$ cat src/rtl/safi_pkg.sv
// Shared constants and types for the serial audio frame interface.
// Assumes a single system clock domain; all serial pins are asynchronous to it.
package safi_pkg;
    localparam int SAMPLE_W_DEF   = 16;
    localparam int FRAME_BITS_DEF = 32;
    localparam int SYNC_DEF       = 2;

    typedef enum logic {
        FRAME_LONG  = 1'b0,
        FRAME_SHORT = 1'b1
    } frame_mode_e;
endpackage

$ cat src/rtl/safi_edge_sync.sv
// Synchronizes bit clock, frame sync and serial input into the system clock
// domain and flags the bit-clock edges. All three pins go through the same
// depth, so they stay aligned with each other.
// Assumes each bit-clock half-period lasts at least STAGES+1 system cycles.
module safi_edge_sync #(
    parameter int STAGES = safi_pkg::SYNC_DEF
) (
    input  logic clk,
    input  logic rst_n,
    input  logic bclk,
    input  logic fsync,
    input  logic sdi,
    output logic bclk_rise,
    output logic bclk_fall,
    output logic fsync_s,
    output logic sdi_s
);
    localparam int NSIG = 3;

    logic [STAGES-1:0][NSIG-1:0] pipe;
    logic                        bclk_d;

    // First stage catches the raw pins.
    always_ff @(posedge clk) begin
        if (!rst_n) pipe[0] <= '0;
        else        pipe[0] <= {sdi, fsync, bclk};
    end

    // Remaining stages, one per extra level of synchronization.
    for (genvar g = 1; g < STAGES; g++) begin : g_stage
        always_ff @(posedge clk) begin
            if (!rst_n) pipe[g] <= '0;
            else        pipe[g] <= pipe[g-1];
        end
    end

    // Delayed bit clock for edge detection.
    always_ff @(posedge clk) begin
        if (!rst_n) bclk_d <= 1'b0;
        else        bclk_d <= pipe[STAGES-1][0];
    end

    assign bclk_rise = pipe[STAGES-1][0] & ~bclk_d;
    assign bclk_fall = ~pipe[STAGES-1][0] & bclk_d;
    assign fsync_s   = pipe[STAGES-1][1];
    assign sdi_s     = pipe[STAGES-1][2];
endmodule

$ cat src/rtl/safi_frame_seq.sv
// Holds the framing mode and tracks the slot position in the frame.
// The mode register loads the inverted strap level during reset and can be
// overwritten by the register file. The sequencer finds the frame start
// (long: fsync edge at a rising bclk; short: the rising bclk after that)
// and counts slots 0..FRAME_BITS-1. The value FRAME_BITS means idle.
module safi_frame_seq #(
    parameter int FRAME_BITS = safi_pkg::FRAME_BITS_DEF,
    localparam int CNT_W     = $clog2(FRAME_BITS + 1)
) (
    input  logic             clk,
    input  logic             rst_n,
    input  logic             strap_lvl,
    input  logic             mode_load,
    input  logic             mode_value,
    input  logic             bclk_rise,
    input  logic             fsync_s,
    output logic             frame_start,
    output logic [CNT_W-1:0] slot
);
    import safi_pkg::*;

    localparam logic [CNT_W-1:0] IDLE_SLOT = CNT_W'(FRAME_BITS);

    frame_mode_e mode_q;
    logic        fs_prev;
    logic        short_pend;
    logic        fs_edge;

    // Mode register: strap sets the default, the load strobe overrides it.
    always_ff @(posedge clk) begin
        if (!rst_n)         mode_q <= strap_lvl ? FRAME_LONG : FRAME_SHORT;
        else if (mode_load) mode_q <= frame_mode_e'(mode_value);
    end

    assign fs_edge     = fsync_s & ~fs_prev;
    assign frame_start = bclk_rise &
                         ((mode_q == FRAME_SHORT) ? short_pend : fs_edge);

    // Frame-sync history, sampled only at bit-clock rising edges.
    always_ff @(posedge clk) begin
        if (!rst_n) begin
            fs_prev    <= 1'b0;
            short_pend <= 1'b0;
        end else if (bclk_rise) begin
            fs_prev    <= fsync_s;
            short_pend <= fs_edge;
        end
    end

    // Slot counter: restart on frame start, stop at the idle value.
    always_ff @(posedge clk) begin
        if (!rst_n)                          slot <= IDLE_SLOT;
        else if (frame_start)                slot <= '0;
        else if (bclk_rise && slot != IDLE_SLOT) slot <= slot + 1'b1;
    end
endmodule

$ cat src/rtl/safi_tx_shift.sv
// Transmit shifter. Captures the parallel sample at frame start and drives
// it MSB first, one bit per rising bclk. Drives 0 outside the data slot.
// Assumes `slot` is the slot value before the current rising edge updates it.
module safi_tx_shift #(
    parameter int SAMPLE_W   = safi_pkg::SAMPLE_W_DEF,
    parameter int FRAME_BITS = safi_pkg::FRAME_BITS_DEF,
    localparam int CNT_W     = $clog2(FRAME_BITS + 1)
) (
    input  logic                clk,
    input  logic                rst_n,
    input  logic                bclk_rise,
    input  logic                frame_start,
    input  logic [CNT_W-1:0]    slot,
    input  logic [SAMPLE_W-1:0] tx_sample,
    output logic                sdo
);
    localparam logic [CNT_W:0] LAST_DATA = (CNT_W+1)'(SAMPLE_W - 1);

    logic [SAMPLE_W-1:0] shreg;
    logic [CNT_W:0]      slot_next;

    assign slot_next = {1'b0, slot} + 1'b1;

    // Load on frame start, shift on later rising edges while in the data slot.
    always_ff @(posedge clk) begin
        if (!rst_n) begin
            shreg <= '0;
            sdo   <= 1'b0;
        end else if (frame_start) begin
            sdo   <= tx_sample[SAMPLE_W-1];
            shreg <= {tx_sample[SAMPLE_W-2:0], 1'b0};
        end else if (bclk_rise) begin
            if (slot_next <= LAST_DATA) begin
                sdo   <= shreg[SAMPLE_W-1];
                shreg <= {shreg[SAMPLE_W-2:0], 1'b0};
            end else begin
                sdo   <= 1'b0;
            end
        end
    end
endmodule

$ cat src/rtl/safi_rx_shift.sv
// Receive shifter. Samples the serial input on falling bclk during the data
// slot, MSB first, and publishes the word with a one-cycle strobe after the
// last bit. Ignores the input in the empty slot and while idle.
module safi_rx_shift #(
    parameter int SAMPLE_W   = safi_pkg::SAMPLE_W_DEF,
    parameter int FRAME_BITS = safi_pkg::FRAME_BITS_DEF,
    localparam int CNT_W     = $clog2(FRAME_BITS + 1)
) (
    input  logic                clk,
    input  logic                rst_n,
    input  logic                bclk_fall,
    input  logic [CNT_W-1:0]    slot,
    input  logic                sdi_s,
    output logic [SAMPLE_W-1:0] rx_sample,
    output logic                rx_valid
);
    localparam logic [CNT_W-1:0] LAST_DATA = CNT_W'(SAMPLE_W - 1);

    logic [SAMPLE_W-1:0] shreg;
    logic                in_data;
    logic [SAMPLE_W-1:0] shifted;

    assign in_data = (slot <= LAST_DATA);
    assign shifted = {shreg[SAMPLE_W-2:0], sdi_s};

    // Shift register for the data slot.
    always_ff @(posedge clk) begin
        if (!rst_n)                   shreg <= '0;
        else if (bclk_fall && in_data) shreg <= shifted;
    end

    // Publish the word and raise the strobe once the last bit is in.
    always_ff @(posedge clk) begin
        if (!rst_n) begin
            rx_sample <= '0;
            rx_valid  <= 1'b0;
        end else if (bclk_fall && slot == LAST_DATA) begin
            rx_sample <= shifted;
            rx_valid  <= 1'b1;
        end else begin
            rx_valid  <= 1'b0;
        end
    end
endmodule

$ cat src/rtl/safi_port.sv
// Top of the serial audio frame interface: synchronizer, frame sequencer,
// transmit and receive shifters. Assumes bclk runs at FRAME_BITS times the
// frame rate and each bclk half-period covers at least SYNC_STAGES+1 cycles.
module safi_port #(
    parameter int SAMPLE_W    = safi_pkg::SAMPLE_W_DEF,
    parameter int FRAME_BITS  = safi_pkg::FRAME_BITS_DEF,
    parameter int SYNC_STAGES = safi_pkg::SYNC_DEF
) (
    input  logic                clk,
    input  logic                rst_n,
    input  logic                strap_lvl,
    input  logic                mode_load,
    input  logic                mode_value,
    input  logic                bclk,
    input  logic                fsync,
    input  logic                sdi,
    input  logic [SAMPLE_W-1:0] tx_sample,
    output logic                sdo,
    output logic [SAMPLE_W-1:0] rx_sample,
    output logic                rx_valid
);
    localparam int CNT_W = $clog2(FRAME_BITS + 1);

    logic             bclk_rise;
    logic             bclk_fall;
    logic             fsync_s;
    logic             sdi_s;
    logic             frame_start;
    logic [CNT_W-1:0] slot;

    safi_edge_sync #(.STAGES(SYNC_STAGES)) sync_i (
        .clk       (clk),
        .rst_n     (rst_n),
        .bclk      (bclk),
        .fsync     (fsync),
        .sdi       (sdi),
        .bclk_rise (bclk_rise),
        .bclk_fall (bclk_fall),
        .fsync_s   (fsync_s),
        .sdi_s     (sdi_s)
    );

    safi_frame_seq #(.FRAME_BITS(FRAME_BITS)) seq_i (
        .clk         (clk),
        .rst_n       (rst_n),
        .strap_lvl   (strap_lvl),
        .mode_load   (mode_load),
        .mode_value  (mode_value),
        .bclk_rise   (bclk_rise),
        .fsync_s     (fsync_s),
        .frame_start (frame_start),
        .slot        (slot)
    );

    safi_tx_shift #(.SAMPLE_W(SAMPLE_W), .FRAME_BITS(FRAME_BITS)) tx_i (
        .clk         (clk),
        .rst_n       (rst_n),
        .bclk_rise   (bclk_rise),
        .frame_start (frame_start),
        .slot        (slot),
        .tx_sample   (tx_sample),
        .sdo         (sdo)
    );

    safi_rx_shift #(.SAMPLE_W(SAMPLE_W), .FRAME_BITS(FRAME_BITS)) rx_i (
        .clk       (clk),
        .rst_n     (rst_n),
        .bclk_fall (bclk_fall),
        .slot      (slot),
        .sdi_s     (sdi_s),
        .rx_sample (rx_sample),
        .rx_valid  (rx_valid)
    );
endmodule

$ cat config.mk
export PLATFORM = sky130hd
export DESIGN_NAME = safi_port
export DESIGN_NICKNAME = d
export VERILOG_FILES = /design/src/rtl/safi_pkg.sv /design/src/rtl/safi_edge_sync.sv /design/src/rtl/safi_frame_seq.sv /design/src/rtl/safi_tx_shift.sv /design/src/rtl/safi_rx_shift.sv /design/src/rtl/safi_port.sv
export SDC_FILE = /design/constraint.sdc
export NUM_CORES = 1
export LEC_CHECK = 0
export ABC_AREA = 0
export BUFFER_PORTS_ARGS = -buffer_cell sky130_fd_sc_hd__buf_2
export CAP_MARGIN = 40
export CORE_AREA = 4 4 76 78
export CTS_CLUSTER_SIZE = 14
export DETAILED_ROUTE_END_ITERATION = 8
export DIE_AREA = 0 0 80 82
export PLACE_DENSITY = 0.83
export SLEW_MARGIN = 20
export SYNTH_ARGS = -nofsm -noshare
export SYNTH_HDL_FRONTEND = slang
export SYNTH_SLANG_ARGS = --single-unit
$ cat constraint.sdc
create_clock -name clk -period 3.1 [get_ports clk]
set_input_delay 0.155 -clock clk [delete_from_list [all_inputs] [get_ports clk]]
set_output_delay 0.155 -clock clk [all_outputs]
set_load 0.005 [all_outputs]
==> metrics.txt <==
# TYPE chip_impl_metric gauge
chip_impl_metric{name="synthesis.area_per_instance",unit="um2"} 8.71
chip_impl_info{name="clock_tree.root_cell",value="sky130_fd_sc_hd__clkbuf_8"} 1
chip_impl_metric{name="drt-wirelength-per-cell",unit="um"} 13.9
chip_impl_metric{name="die-area",unit="um2"} 6560
chip_impl_metric{name="ys_seq_area_share",unit="%"} 46.8
chip_impl_metric{name="clock_tree.htree_level_count",unit=""} 3
chip_impl_metric{name="design_power_total",unit="mW"} 1.79
chip_impl_metric{name="final-hold-violation-count",unit=""} 0
chip_impl_info{name="worst_hold_path_type",value="in -> reg"} 1
chip_impl_metric{name="core_region_area",unit="um2"} 5070
chip_impl_metric{name="finalWirelength",unit="um"} 5930
chip_impl_metric{name="routed-via-count",unit=""} 2398
chip_impl_metric{name="mappedNetlistNets",unit=""} 344
chip_impl_metric{name="place_congestion",unit=""} 0.870
chip_impl_metric{name="leakagePower",unit="nW"} 1.20
chip_impl_metric{name="synth_seq_cells",unit=""} 64
chip_impl_metric{name="first_global_vias",unit=""} 2251
chip_impl_metric{name="grt_max_degree",unit=""} 43
chip_impl_info{name="hold_path_startpoint",value="sdi"} 1
chip_impl_info{name="status",value="complete, no violations"} 1
chip_impl_metric{name="area_growth",unit="%"} 16.9
chip_impl_metric{name="grt.total_usage",unit="%"} 19.6
chip_impl_info{name="yosys_most_used_dff",value="sky130_fd_sc_hd__dfxtp_1"} 1
chip_impl_info{name="top_usage_layer",value="met2"} 1
chip_impl_metric{name="power.ir.vdd_worst",unit="mV"} 0.271
chip_impl_metric{name="report.final.setup_viol",unit=""} 0
chip_impl_metric{name="num_rows",unit=""} 26
chip_impl_metric{name="insertedDiodeCount",unit=""} 0
chip_impl_metric{name="setup-tns-final",unit="ns"} 0
chip_impl_metric{name="max_cap_violations",unit=""} 0
chip_impl_metric{name="die_w",unit="um"} 80
chip_impl_metric{name="count_of_clock_tree_sinks",unit=""} 64
chip_impl_metric{name="drt_iter0_drc",unit=""} 165
chip_impl_metric{name="routed_via_density",unit=""} 5.63
chip_impl_metric{name="worst-path-max-fanout",unit=""} 14
chip_impl_metric{name="placed_cell_area",unit="um2"} 2970
chip_impl_metric{name="route.detailed.drc",unit=""} 0
chip_impl_info{name="worstSetupPathType",value="reg -> reg"} 1
chip_impl_metric{name="gr-usage-met2",unit="%"} 32.2
chip_impl_metric{name="groute.layer.met1.usage",unit="%"} 23.8
chip_impl_metric{name="ff2ff_path_depth",unit=""} 6
chip_impl_info{name="r2r-start",value="seq_i.slot[0]"} 1
chip_impl_metric{name="grt.met3_usage",unit="%"} 3.84
chip_impl_metric{name="ys.warnings.count",unit=""} 0
chip_impl_metric{name="max_slew_violation_count",unit=""} 0
chip_impl_metric{name="worst_pin_slew",unit="ns"} 0.643
chip_impl_metric{name="clock.fmax",unit="MHz"} 452
chip_impl_metric{name="die_h",unit="um"} 82
chip_impl_metric{name="hpwlAfterDp",unit="um"} 3860
chip_impl_metric{name="num_io_pins",unit=""} 42
chip_impl_metric{name="whs_path_depth",unit=""} 2
chip_impl_metric{name="initial_utilization",unit="%"} 54.4
chip_impl_metric{name="gr-total-overflow",unit=""} 0
chip_impl_metric{name="synth-edff-count",unit=""} 1
chip_impl_metric{name="tritoncts.num_buffers",unit=""} 9
chip_impl_metric{name="slowest_delay",unit="ns"} 0.52
chip_impl_metric{name="drtPass1Iterations",unit=""} 5
chip_impl_metric{name="pwr_cell_area",unit="nW/um2"} 553
chip_impl_metric{name="cts_hold_repair.buffers",unit=""} 0
chip_impl_metric{name="yosysUniqueCellTypes",unit=""} 50
chip_impl_info{name="cts_tree",value="built"} 1
chip_impl_metric{name="final_layout_size_suffix_gt1_share",unit="%"} 20.2
chip_impl_info{name="worstHoldEndpoint",value="sync_i.pipe[2]"} 1
chip_impl_metric{name="slew_headroom",unit="%"} 57.1
chip_impl_info{name="setup_repair_after_global_routing_missed_its_margin",value="false"} 1
chip_impl_metric{name="clk_path_buf_depth",unit=""} 2
chip_impl_info{name="timing.critical_path.cells",value="inv_1 -> ha_1 -> nor2b_1 -> nand4_1 -> a311oi_1 -> a211oi_1"} 1
chip_impl_metric{name="cts.reportedPaths.clkPinSlew",unit="ns"} 0.07
chip_impl_info{name="end_kind",value="flop"} 1
chip_impl_metric{name="grt_pass1_wl",unit="um"} 10100
chip_impl_metric{name="clock_insertion_delay_worst_skew",unit="ns"} 0.33
chip_impl_metric{name="post_synth_inst_count",unit=""} 317
chip_impl_metric{name="timing.critical_path.required",unit="ns"} 3.31
chip_impl_metric{name="worst_ep_arrival_time",unit="ns"} 2.42
chip_impl_metric{name="post_cts.resized_instances",unit=""} 0
chip_impl_metric{name="async_reset_ff_share",unit="%"} 0
chip_impl_metric{name="synthesis.area",unit="um2"} 2760
chip_impl_metric{name="post_cts_buffers",unit=""} 0
chip_impl_info{name="mostFrequentLayoutCell",value="sky130_fd_sc_hd__nand2_1"} 1
chip_impl_metric{name="clock_skew",unit="ns"} 0.00741
chip_impl_metric{name="design.final.nets",unit=""} 378
chip_impl_info{name="worstReg2RegEnd",value="tx_i.shreg[13]"} 1
chip_impl_info{name="cpMaxStageDelayCell",value="sky130_fd_sc_hd__nand4_1"} 1
chip_impl_metric{name="final_core_util",unit="%"} 63.6
chip_impl_metric{name="final.period_utilization",unit="%"} 71.3
chip_impl_metric{name="period_needed",unit="ns"} 2.21
chip_impl_metric{name="design_area",unit="um2"} 3230
chip_impl_metric{name="timing.reg2reg.setup_slack",unit="ns"} 0.89
chip_impl_metric{name="buffer_ports.inserted",unit=""} 41
chip_impl_metric{name="remaining_antenna_violation_count",unit=""} 0
chip_impl_info{name="final_cell_mix",value="sky130_fd_sc_hd__nand2_1, sky130_fd_sc_hd__dfxtp_1, sky130_fd_sc_hd__buf_2"} 1
chip_impl_info{name="kind_of_start_point_of_the_critical_path",value="flop"} 1
chip_impl_metric{name="antenna_violations_before_repair",unit=""} 0
per-stage QoR:
| step | cells | setup WS [ns] | hold WS (ns) |
|---|---|---|---|
| final | 426 | 0.889 | 0.0264 |
| after global routing | 426 | 0.715 | 0.0209 |
| after CTS | 425 | 0.889 | 0.0146 |
| after detailed placement | 409 | 0.919 | 0.365 |
| after global placement | 409 | 1.13 | 0.365 |
| after floorplan | 317 | 1.35 | 0.282 |
cell families after synthesis:
| group | count (synthesis) | share of synthesized area (%) |
|---|---|---|
| XOR/XNOR | 4 | 1.27 |
| adder cells (fa/ha/maj) | 3 | 1.36 |
| AND/OR/NAND/NOR | 127 | 24.0 |
| flip-flops | 64 | 46.8 |
| buffers and inverters | 29 | 4.94 |
| multiplexers | 3 | 1.27 |
| AO/OA/AOI/OAI | 87 | 20.4 |
worst max-delay path by stage:
stage                    from  slack, ns              to
2_1_floorplan   seq_i.slot[0]       1.35  tx_i.shreg[12]
3_3_place_gp   sync_i.pipe[3]       1.13  tx_i.shreg[11]
3_5_place_dp    seq_i.slot[0]       0.92  tx_i.shreg[13]
4_1_cts         seq_i.slot[0]       0.89  tx_i.shreg[13]
5_1_grt         seq_i.slot[0]       0.72  tx_i.shreg[10]
6_report        seq_i.slot[0]       0.89  tx_i.shreg[13]
layer usage:
| layer | up-vias | part of all wire, % |
|---|---|---|
| li1 | 1205 | - |
| met5 | - | 0 |
| met2 | 76 | 48 |
| met4 | 0 | 1.7 |
| met1 | 1105 | 45 |
| met3 | 12 | 5.2 |
power by group:
part | switching (mW) | leakage [nW] | internal (mW) | total, mW
Clock | 0.318 | 0.124 | 0.557 | 0.874
Combinational | 0.0352 | 0.553 | 0.0292 | 0.0644
Sequential | 0.00970 | 0.519 | 0.837 | 0.847
flip-flops by register name, indices dropped and copies added (netlist names):
signal / count
seq_i.slot: 6
seq_i.mode_q: 1
sync_i.pipe: 4
sync_i.fsync_s: 1
rx_i.rx_sample: 16
sync_i.sdi_s: 1
rx_i.rx_valid: 1
seq_i.short_pend: 1
sync_i.bclk_d: 1
tx_i.shreg: 15
tx_i.sdo: 1
rx_i.shreg: 15
seq_i.fs_prev: 1
critical path, delay by kind of cell, from the launching register on:
| kind | cells | cell delay, ns |
|---|---|---|
| AOI/OAI and AO/OA | 2 | 0.50 |
| buffers and inverters | 1 | 0.14 |
| and+or+nand+nor | 2 | 0.70 |
| adders and majority gates | 1 | 0.33 |
| DFF | 1 | 0.41 |
cells in the mapped netlist (3+ instances only):
| library cell | n | area, um2 |
|---|---|---|
| sky130_fd_sc_hd__buf_4 | 3 | 22.5 |
| sky130_fd_sc_hd__dfxtp_1 | 63 | 1260 |
| sky130_fd_sc_hd__o311ai_1 | 7 | 61.3 |
| sky130_fd_sc_hd__nand4_1 | 12 | 75.1 |
| sky130_fd_sc_hd__a31oi_1 | 9 | 56.3 |
| sky130_fd_sc_hd__nor2_1 | 14 | 52.6 |
| sky130_fd_sc_hd__o21ai_0 | 6 | 30.0 |
| sky130_fd_sc_hd__a22oi_1 | 9 | 67.6 |
| sky130_fd_sc_hd__and2_1 | 7 | 43.8 |
| sky130_fd_sc_hd__clkbuf_1 | 12 | 45.0 |
| sky130_fd_sc_hd__a21oi_1 | 37 | 185 |
| sky130_fd_sc_hd__a211oi_1 | 5 | 37.5 |
| sky130_fd_sc_hd__a311oi_1 | 3 | 26.3 |
| sky130_fd_sc_hd__nand2b_1 | 4 | 25.0 |
| sky130_fd_sc_hd__buf_2 | 7 | 35.0 |
| sky130_fd_sc_hd__o221ai_1 | 3 | 26.3 |
| sky130_fd_sc_hd__ha_1 | 3 | 37.5 |
| sky130_fd_sc_hd__nand2_1 | 68 | 255 |
| sky130_fd_sc_hd__inv_1 | 5 | 18.8 |
final cells by class:
type	instances	area [um2]
Clock buffer	11	141
Multi-Input combinational cell	224	1330
Clock inverter	5	104
Timing Repair Buffer	46	246
Fill cell	436	1850
Tap cell	70	87.6
Inverter	6	22.5
Sequential cell	64	1290
Note: power is estimated with default switching activity, not from simulation.
